--- src/rtl/irqc_pkg.sv ---
package irqc_pkg;

   // Group-priority bit that governs maskable source i.
   function automatic int unsigned grp_of(input int unsigned i);
      if (i < 2)
         return 7 - i;
      else if (i < 8)
         return 5 - (i - 2) / 2;
      else
         return 2 - (i - 8);
   endfunction

   typedef enum logic [1:0] {
      MASK_NONE = 2'd0,
      MASK_LOW  = 2'd1,
      MASK_ALL  = 2'd2,
      MASK_ALL2 = 2'd3
   } mask_e;

endpackage

--- src/rtl/irqc_qualify.sv ---
module irqc_qualify #(
   parameter int NUM_SRC = 11,
   parameter int NUM_GRP = 8
) (
   input  logic [NUM_SRC-1:0] src_flag,
   input  logic [NUM_SRC-1:0] src_en,
   input  logic [NUM_SRC-1:0] src_xfer,
   input  logic [NUM_GRP-1:0] grp_hi,
   input  logic [1:0]         mask_lvl,
   output logic [NUM_SRC-1:0] elig_hi,
   output logic [NUM_SRC-1:0] elig_lo
);
   logic pass_hi, pass_lo;

   assign pass_hi = (mask_lvl == irqc_pkg::MASK_NONE) || (mask_lvl == irqc_pkg::MASK_LOW);
   assign pass_lo = (mask_lvl == irqc_pkg::MASK_NONE);

   for (genvar i = 0; i < NUM_SRC; i++) begin : g_src
      localparam int unsigned G = irqc_pkg::grp_of(i);
      if (G >= NUM_GRP) begin : g_bad
         $error("irqc_qualify: source %0d maps outside the group word", i);
      end
      logic active, level_hi, passes;
      assign active   = src_flag[i] & src_en[i];
      assign level_hi = grp_hi[G];
      assign passes   = src_xfer[i] | (level_hi ? pass_hi : pass_lo);
      assign elig_hi[i] = active & passes & level_hi;
      assign elig_lo[i] = active & passes & ~level_hi;
   end

endmodule

--- src/rtl/irqc_pick.sv ---
module irqc_pick #(
   parameter int N     = 11,
   parameter int IDX_W = (N > 1) ? $clog2(N) : 1
) (
   input  logic [N-1:0]     req,
   output logic             found,
   output logic [IDX_W-1:0] idx
);
   always_comb begin
      found = 1'b0;
      idx   = '0;
      for (int i = N - 1; i >= 0; i--) begin
         if (req[i]) begin
            found = 1'b1;
            idx   = IDX_W'(i);
         end
      end
   end
endmodule

--- src/rtl/irqc_vec_addr.sv ---
module irqc_vec_addr #(
   parameter int VEC_W   = 8,
   parameter int ADDR_W  = 24,
   parameter bit WIDE_EN = 1'b1
) (
   input  logic [VEC_W-1:0]  vec,
   input  logic              wide,
   output logic [ADDR_W-1:0] addr
);
   logic [ADDR_W-1:0] short_addr;

   if (ADDR_W < VEC_W + 2) begin : g_chk
      $error("irqc_vec_addr: address too narrow for vector width");
   end

   assign short_addr = ADDR_W'({vec, 1'b0});

   if (WIDE_EN) begin : g_wide
      logic [ADDR_W-1:0] long_addr;
      assign long_addr = ADDR_W'({vec, 2'b00});
      assign addr = wide ? long_addr : short_addr;
   end else begin : g_short
      logic unused_wide;
      assign unused_wide = wide;
      assign addr = short_addr;
   end
endmodule

--- src/rtl/irqc_top.sv ---
module irqc_top #(
   parameter int NUM_SRC  = 11,
   parameter int NUM_GRP  = 8,
   parameter int BASE_VEC = 16,
   parameter int NMI_VEC  = 7,
   parameter int VEC_W    = 8,
   parameter int ADDR_W   = 24
) (
   input  logic               clk,
   input  logic               rst_n,
   input  logic [NUM_SRC-1:0] src_flag,
   input  logic [NUM_SRC-1:0] src_en,
   input  logic [NUM_SRC-1:0] src_xfer,
   input  logic               nmi_in,
   input  logic [NUM_GRP-1:0] grp_hi,
   input  logic [1:0]         mask_lvl,
   input  logic               addr_mode,
   input  logic               ack,
   output logic               cpu_req,
   output logic               xfer_req,
   output logic [VEC_W-1:0]   vec_num,
   output logic [ADDR_W-1:0]  vec_addr
);
   localparam int IDX_W = (NUM_SRC > 1) ? $clog2(NUM_SRC) : 1;

   if (BASE_VEC + NUM_SRC > (1 << VEC_W)) begin : g_chk_vec
      $error("irqc_top: vectors do not fit VEC_W");
   end
   if (NMI_VEC >= BASE_VEC) begin : g_chk_nmi
      $error("irqc_top: non-maskable vector must precede maskable ones");
   end

   logic [NUM_SRC-1:0] elig_hi, elig_lo;
   logic               hi_found, lo_found;
   logic [IDX_W-1:0]   hi_idx, lo_idx;

   irqc_qualify #(.NUM_SRC(NUM_SRC), .NUM_GRP(NUM_GRP)) qual_i (
      .src_flag(src_flag), .src_en(src_en), .src_xfer(src_xfer),
      .grp_hi(grp_hi), .mask_lvl(mask_lvl),
      .elig_hi(elig_hi), .elig_lo(elig_lo)
   );

   irqc_pick #(.N(NUM_SRC), .IDX_W(IDX_W)) pick_hi_i (
      .req(elig_hi), .found(hi_found), .idx(hi_idx)
   );

   irqc_pick #(.N(NUM_SRC), .IDX_W(IDX_W)) pick_lo_i (
      .req(elig_lo), .found(lo_found), .idx(lo_idx)
   );

   // Non-maskable edge capture
   logic nmi_q, nmi_pend, nmi_rise, nmi_now, held_nmi, holding;
   assign nmi_rise = nmi_in & ~nmi_q;
   assign nmi_now  = nmi_pend | nmi_rise;
   assign holding  = cpu_req | xfer_req;

   // Winner selection
   logic             win_v, win_x;
   logic [VEC_W-1:0] win_vec;
   logic [ADDR_W-1:0] win_addr;

   always_comb begin
      win_v   = 1'b1;
      win_x   = 1'b0;
      win_vec = VEC_W'(NMI_VEC);
      if (nmi_now) begin
         win_vec = VEC_W'(NMI_VEC);
      end else if (hi_found) begin
         win_vec = VEC_W'(BASE_VEC) + VEC_W'(hi_idx);
         win_x   = src_xfer[hi_idx];
      end else if (lo_found) begin
         win_vec = VEC_W'(BASE_VEC) + VEC_W'(lo_idx);
         win_x   = src_xfer[lo_idx];
      end else begin
         win_v   = 1'b0;
         win_vec = '0;
      end
   end

   irqc_vec_addr #(.VEC_W(VEC_W), .ADDR_W(ADDR_W), .WIDE_EN(1'b1)) addr_i (
      .vec(win_vec), .wide(addr_mode), .addr(win_addr)
   );

   always_ff @(posedge clk) begin
      if (!rst_n) begin
         nmi_q    <= 1'b0;
         nmi_pend <= 1'b0;
         held_nmi <= 1'b0;
         cpu_req  <= 1'b0;
         xfer_req <= 1'b0;
         vec_num  <= '0;
         vec_addr <= '0;
      end else begin
         nmi_q <= nmi_in;
         if (nmi_rise)
            nmi_pend <= 1'b1;
         else if (holding && ack && held_nmi)
            nmi_pend <= 1'b0;

         if (!holding) begin
            cpu_req  <= win_v & ~win_x;
            xfer_req <= win_v & win_x;
            vec_num  <= win_vec;
            vec_addr <= win_v ? win_addr : '0;
            held_nmi <= win_v & nmi_now;
         end else if (ack) begin
            cpu_req  <= 1'b0;
            xfer_req <= 1'b0;
            vec_num  <= '0;
            vec_addr <= '0;
            held_nmi <= 1'b0;
         end
      end
   end


   excl_req_chk: assert property (@(posedge clk) disable iff (!rst_n)
      !(cpu_req && xfer_req));


   hold_stable_chk: assert property (@(posedge clk) disable iff (!rst_n)
      (cpu_req || xfer_req) && !ack |=> $stable(vec_num) && $stable(vec_addr)
                                        && $stable(cpu_req) && $stable(xfer_req));


   ack_clear_chk: assert property (@(posedge clk) disable iff (!rst_n)
      (cpu_req || xfer_req) && ack |=> !cpu_req && !xfer_req);


   nmi_win_chk: assert property (@(posedge clk) disable iff (!rst_n)
      nmi_pend && !(cpu_req || xfer_req) |=> cpu_req && (vec_num == VEC_W'(NMI_VEC)));

endmodule

--- config.mk ---
export PLATFORM = sky130hd
export DESIGN_NAME = irqc_top
export DESIGN_NICKNAME = d
export VERILOG_FILES = /design/src/rtl/irqc_pkg.sv /design/src/rtl/irqc_qualify.sv /design/src/rtl/irqc_pick.sv /design/src/rtl/irqc_vec_addr.sv /design/src/rtl/irqc_top.sv
export SDC_FILE = /design/constraint.sdc
export NUM_CORES = 1
export LEC_CHECK = 0
export BUFFER_PORTS_ARGS = -buffer_cell sky130_fd_sc_hd__clkbuf_2
export CORE_AREA = 2 2 88 69
export DETAILED_ROUTE_END_ITERATION = 10
export DIE_AREA = 0 0 90 71
export SLEW_MARGIN = 20
export SYNTH_ARGS = -nofsm -noshare
export SYNTH_HDL_FRONTEND = slang
export SYNTH_SLANG_ARGS = --single-unit
--- constraint.sdc ---
create_clock -name clk -period 3.1 [get_ports clk]
set_input_delay 0.93 -clock clk [delete_from_list [all_inputs] [get_ports clk]]
set_output_delay 0.93 -clock clk [all_outputs]
set_load 0.02 [all_outputs]
==> metrics.txt, run 1 <==
Starting Density=33.18%; std cell rows=24; top_reg_cell synth=dfxtp_1; grt ovf=0; maximum clock rate=331.3 MHz; Arrival @ worst endpoint=3.17 ns; # IOs=82; Tot GR Track Use=17.30%; Hold Path Class=reg2reg; clock tree buffer depth=2; crit-path max cell delay=0.41 ns; # setup viols final=0; hpwl dp=4685 microns; Layout fillers=587; cells after synthesis=240; layout cells sized above 1=35.95%; synthesized area per cell=7.721 sq um; Yosys Warn Count=0; sw frac=40.42%; Pins Over Slew Limit=0; static leakage=1.189 nW; Max IR drop VDD=141.9 uV; die area=0.006390 sq mm; fin crit period=3.018 ns; Seq/Total Area, Yosys=17.29%; drt via density=5.137; post-DR wirelength/cell=13.91 microns; Clock Tree Root=clkbuf_8; Worst setup SP type=input pin; crit-path leading delay family=compound AO/OA/AOI/OAI gates; post-synthesis cell type count=62; combinational share of power=52.9%; WL final=5688 microns; nets=381; clk sinks=16; Layout area overhead=35.52%; Port Buf Inserts=60; First-pass DRT Iterations=4; synthesized area=0.001853 sq mm; CP Buf/Inv Count=2; Req. time, crit path=3.25 ns; Post-Route Utilization=44.96%; post-route ant nets=0; Final Hold Fails=0; clock latency on the worst-skew pair=0.25 ns; Die X-Extent=90 microns; CTS Buf Count=3; Slowest cell on crit path=or3_4; CP Class=in2reg; Seq pwr share=29.3%; clock slew at the register clock pins of the worst setup and hold paths=0.06 ns; sw power=353.6 uW; Cell Chain, Critical Path=buf_6 > nor2_4 > o2111ai_1 > o31ai_2 > a311oi_2 > or3_4 > buf_4 > a211o_1 > a211oi_2 > nor4_4 > a31o_1; Ant. Diodes=0; Setup crit end kind=register; PwrDens=348.4 mW/mm^2; total power=874.8 uW; H-tree Lvls=1; DR iter-0 viols=102; Clk pwr share=17.8%; Max Clock Skew=0.0009028 ns; status=finished, final reports clean; Yosys reg bits=16; Final Cycle Share=97.36%; CTS tree=built; pin count of the biggest net entering global routing=19; # DRC=0; actual slew at the worst max-slew pin=0.5011 ns; vias=2101; global placement routability congestion=1.001; ys async rst share=0%; vias in the first global route=1933; Crit Path Max Fanout=7; total internal power=521.2 uW; maxcap violations=0; Hold Worst Slack=0.4467 ns; Post-synth EDFFs=0; worst relative slew slack=66.47%; total core area=0.005585 sq mm; first-pass GRT wire length=9087 microns; DP Worst Slack=-0.1156 ns; initial antenna violation count=0; Setup WS post-layout=0.08187 ns; die height=71 microns
==> layer usage <==
metal  share of wire (%)  track usage (%)  up-vias  routed length [microns]
li1                    -                -     1067                        -
met1                  49            24.35      970                     2771
met2                  44            27.23       59                     2497
met3                 6.8            4.686        5                      388
met4                0.53            2.564        0                       30
met5                   0                0        -                        0
==> worst min-delay path, stage by stage, from the launching register on <==
cell	delay [ns]
dfxtp_1	0.31
nand2_1	0.05
a21boi_1	0.05
==> sequential cells by signal (all words and copies together), names as in the netlist <==
name	count
nmi_q	1
vec_addr	6
held_nmi	1
cpu_req	1
xfer_req	1
vec_num	5
nmi_pend	1
==> power by group through the flow <==
stage	clock, mW	sequential [mW]	combinational (mW)
after floorplan	0	0.291	0.263
after global placement	0	0.259	0.435
after detailed placement	0	0.261	0.439
after CTS	0.163	0.256	0.441
after global routing	0.170	0.261	0.509
final	0.156	0.257	0.462
==> Yosys cell counts (all sizes together) (6+ instances only) <==
library cell / number / area, sq um
mux2i: 6 / 60.06
dfxtp: 16 / 320.3
nand2: 18 / 67.56
o21ai: 9 / 45.04
o2111ai: 9 / 78.83
o2111a: 7 / 78.83
nor2b: 10 / 62.56
nand3: 9 / 45.04
a21oi: 6 / 30.03
inv: 10 / 37.53
buf: 23 / 176.4
nor2: 20 / 77.58
==> cell type report <==
type                    count  area, sq um  share of cell area (%)
clock buffers               3        41.29                   1.644
multi-input cells         208         1430                   56.95
well taps                  78        97.59                   3.886
inverters                  10        37.54                   1.495
flip-flops and latches     16        320.3                   12.76
repair buffers             94        584.3                   23.27
==> through the flow <==
stage          cells  setup TNS, ns  instance area (sq um)
5_1_grt          409       -0.01292                   2511
3_3_place_gp     405        -0.2281                   2399
2_1_floorplan    260              0                   1928
4_1_cts          408              0                   2440
6_report         409              0                   2511
3_5_place_dp     405        -0.3692                   2399
==> cells by family after synthesis <==
group	after synthesis	share of synthesized area (%)
mux	8	4.659
other cells	1	0.2024
simple gates	100	30.25
flops	16	17.29
compound gates	79	35.45
buf+inv	36	12.15
==> final timing paths <==
kind | to | slack (ns) | startpoint | cells past startpoint
worst max-delay path | xfer_req | 0.08 | mask_lvl[1] | 11
worst min-delay path | vec_addr[5] | 0.45 | vec_addr[5] | 2
worst max register to register | cpu_req | 1.55 | nmi_q | 6
worst min register to register | vec_addr[5] | 0.45 | vec_addr[5] | 2
==> cells in the final DEF, fill, tap and decap left out, types with 4 or more instances in the layout <==
cell        n
clkbuf_2   58
buf_4      32
conb_1     21
nor2_1     19
nand2_1    18
dfxtp_1    16
nor2b_1    10
inv_1       9
nand3_1     9
o2111ai_1   8
o2111a_1    7
o21ai_0     6
a21oi_1     6
mux2i_1     6
o211ai_1    5
nand2b_1    5
nor3_1      5
a22oi_1     5
nand3b_1    4
and3b_1     4
nand4_1     4
nor3b_1     4
o21a_1      4
==> repair_timing <==
item | CTS | global route
gates resized for setup | 0 | 18
buffers inserted | 0 | 2
endpoints found under the setup margin | 0 | 4
hold endpoints to repair | 0 | 0
hold buffers | 0 | 0
Power figures use the tool's default switching activity.
==> run 2: changes to the inputs <==
--- a/config.mk
+++ b/config.mk
@@ -6,9 +6,9 @@
 export NUM_CORES = 1
 export LEC_CHECK = 0
 export BUFFER_PORTS_ARGS = -buffer_cell sky130_fd_sc_hd__clkbuf_2
-export CORE_AREA = 2 2 88 69
+export CORE_AREA = 10 10 96 77
 export DETAILED_ROUTE_END_ITERATION = 10
-export DIE_AREA = 0 0 90 71
+export DIE_AREA = 0 0 106 87
 export SLEW_MARGIN = 20
 export SYNTH_ARGS = -nofsm -noshare
 export SYNTH_HDL_FRONTEND = slang
==> run 2 against run 1 <==
Clock skew rose by 0.0016 ns. Combinational power is 3% lower. Sequential power about the same. Die area up 44%. Non-clock buffer count is 3 lower. Final area down 2.9%. Utilization shrank 1.3 points. Wire length increased by 7.2%. Maximum frequency grew 2.7%. Count of clock-buffer cells in the layout did not move.
==> metrics.txt, run 2 (same netlist as run 1, synthesis figures left out) <==
# IOs=82 (unchanged); Clock Tree Root=clkbuf_8; sw frac=40.39% (about the same); hpwl dp=5375 microns (+15%); Final Cycle Share=94.80% (-2.6 points); CP Buf/Inv Count=3 (+1); clock slew at the register clock pins of the worst setup and hold paths=0.06 ns (about the same); Ant. Diodes=0 (unchanged); # DRC=0 (unchanged); Die X-Extent=106 microns (+18%); CP Class=in2reg; Req. time, crit path=3.29 ns (+0.04 ns); Arrival @ worst endpoint=3.13 ns (-0.04 ns); Starting Density=33.18% (unchanged); most frequent cells in the layout=clkbuf_2, buf_4, conb_1, nor2_1, nand2_1; actual slew at the worst max-slew pin=0.5030 ns (+0.001873 ns); total internal power=509.1 uW (-2.3%); Hold Path Class=reg2reg; crit-path max cell delay=0.40 ns (about the same); commonest non-fill, non-tap cell in the layout=clkbuf_2; placed insts=403 (-0.49%); clk sinks=16 (unchanged); global placement routability congestion=0.9264 (-7.4%); Hold-fix buffers, CTS=0 (unchanged); reg2reg path depth=4 (-2); hold path cells=2 (unchanged); Port Buf Inserts=60 (unchanged); post-CTS sizing=0 (unchanged); worst relative slew slack=66.34% (-0.13 points); First-pass DRT Iterations=4 (unchanged); Tot GR Track Use=12.69% (-4.6 points); maximum clock rate=340.3 MHz (+2.7%); multi-input logic area=0.001395 sq mm (-2.4%); Slowest cell on crit path=or3_1; r2r setup slk=1.63 ns (+0.08 ns); Final Hold Fails=0 (unchanged); pin count of the biggest net entering global routing=19 (unchanged); nets=378 (-0.79%); Pins Over Slew Limit=0 (unchanged); DP Worst Slack=-0.08086 ns (+0.03471 ns); vias in the first global route=2091 (+8.2%); CTS tree=built; Seq pwr share=29.9% (+0.6 points); Worst setup SP type=input pin; clock tree buffer depth=2 (unchanged); WL final=6100 microns (+7.2%); FF/Latch Area=320.3 sq um (unchanged); initial antenna violation count=0 (unchanged); vias=2085 (-0.76%); combinational share of power=52.3% (-0.6 points); R2R Path End=vec_addr[5]; post-DR wirelength/cell=15.02 microns (+8.0%); Layout fillers=573 (-2.4%); Setup crit end kind=register; post-route ant nets=0 (unchanged); clock latency on the worst-skew pair=0.25 ns (about the same); sw power=345.0 uW (-2.4%); RSZ-0062 raised after global routing=no; layout cells sized above 1=34.15% (-1.8 points); end point of the worst hold path=vec_addr[5]; Max Clock Skew=0.002514 ns (+0.001612 ns); static leakage=1.162 nW (-2.2%); most used cell, CP=buf_4; largest register by flop count=vec_addr; fin crit period=2.939 ns (-0.07934 ns); grt ovf=0 (unchanged); Layout area overhead=31.53%; # setup viols final=0 (unchanged); Reg-to-Reg Start=xfer_req; crit path launch=mask_lvl[1]; PwrDens=350.5 mW/mm^2 (+0.60%); first-pass GRT wire length=9915 microns (+9.1%); Crit Path Max Fanout=9 (+2); crit-path leading delay family=compound AO/OA/AOI/OAI gates; Max IR drop VDD=177.4 uV (+25%); Largest register FFs=6 (unchanged); min-delay src=vec_addr[5]; H-tree Lvls=1 (unchanged); maxcap violations=0 (unchanged); non-filler instance count after layout=406 (-0.73%); CTS Buf Count=3 (unchanged); Post-CTS Setup Repair Bufs=0 (unchanged); Cell Chain, Critical Path=clkbuf_2 > nor2_2 > buf_4 > o21a_1 > o31ai_1 > a311oi_1 > or3_1 > buf_4 > o211ai_1 > o2111ai_1 > nor4_2 > a31o_1; DR iter-0 viols=117 (+15%); die height=87 microns (+23%); total core area=0.005585 sq mm (unchanged); drt via density=5.135 (about the same); Hold Worst Slack=0.4486 ns (+0.001873 ns); Largest regs=vec_addr (6), vec_num (5); die area=0.009222 sq mm (+44%); Clk pwr share=17.8% (about the same); status=finished, final reports clean; Setup WS post-layout=0.1612 ns (+0.07934 ns); std cell rows=24 (unchanged)
-- run 2: cell types whose count changed in the layout (fill, tap and decap cells not counted), sizes merged --
cell,before,now
buf,36,31
clkbuf,61,63
-- run 2: area by class of cell --
cell class,count,share of cell area [%]
inverters,10,1.540
flip-flops and latches,16,13.14
well taps,78,4.004
repair buffers,91,22.38
clock buffers,3,1.694
multi-input cells,208,57.24
-- run 2: power by group through the flow --
stage               registers, mW  clock network, mW  logic (mW)
finish                      0.255              0.152       0.447
global route                0.260              0.165       0.495
CTS                         0.255              0.155       0.443
detailed placement          0.259                  0       0.442
global placement            0.258                  0       0.438
floorplan                   0.291                  0       0.263
-- run 2: worst max path at each step --
stage / to / slack [ns] / depth (start not counted)
after CTS: xfer_req / 0.18 / 11
final: xfer_req / 0.16 / 12
after floorplan: xfer_req / 0.13 / 9
after global routing: vec_addr[1] / 0.01 / 12
after detailed placement: xfer_req / -0.08 / 11
after global placement: vec_addr[1] / -0.05 / 12
-- run 2: tightest hold or removal path, delay by kind of cell, from the launching register on --
family	cells	cell delay, ns
AOI/OAI and AO/OA	1	0.05
DFF	1	0.31
and+or+nand+nor	1	0.05
-- run 2: stage by stage --
stage          utilization, %  TNS [ns]  area [sq um]  power [mW]
6_report                43.64         0          2437      0.8542
5_1_grt                 43.64         0          2437      0.9196
4_1_cts                 43.41         0          2425      0.8537
3_5_place_dp            42.67   -0.1203          2384      0.7010
3_3_place_gp            42.67  -0.08685          2384      0.6962
2_1_floorplan               -         0          1928      0.5538
-- run 2: metal layers --
metal	wire, microns	vias up	track usage [%]
met5	0	-	0
met2	2804	76	21.19
met4	31	0	1.595
li1	-	1059	-
met3	523	4	4.068
met1	2741	946	16.02
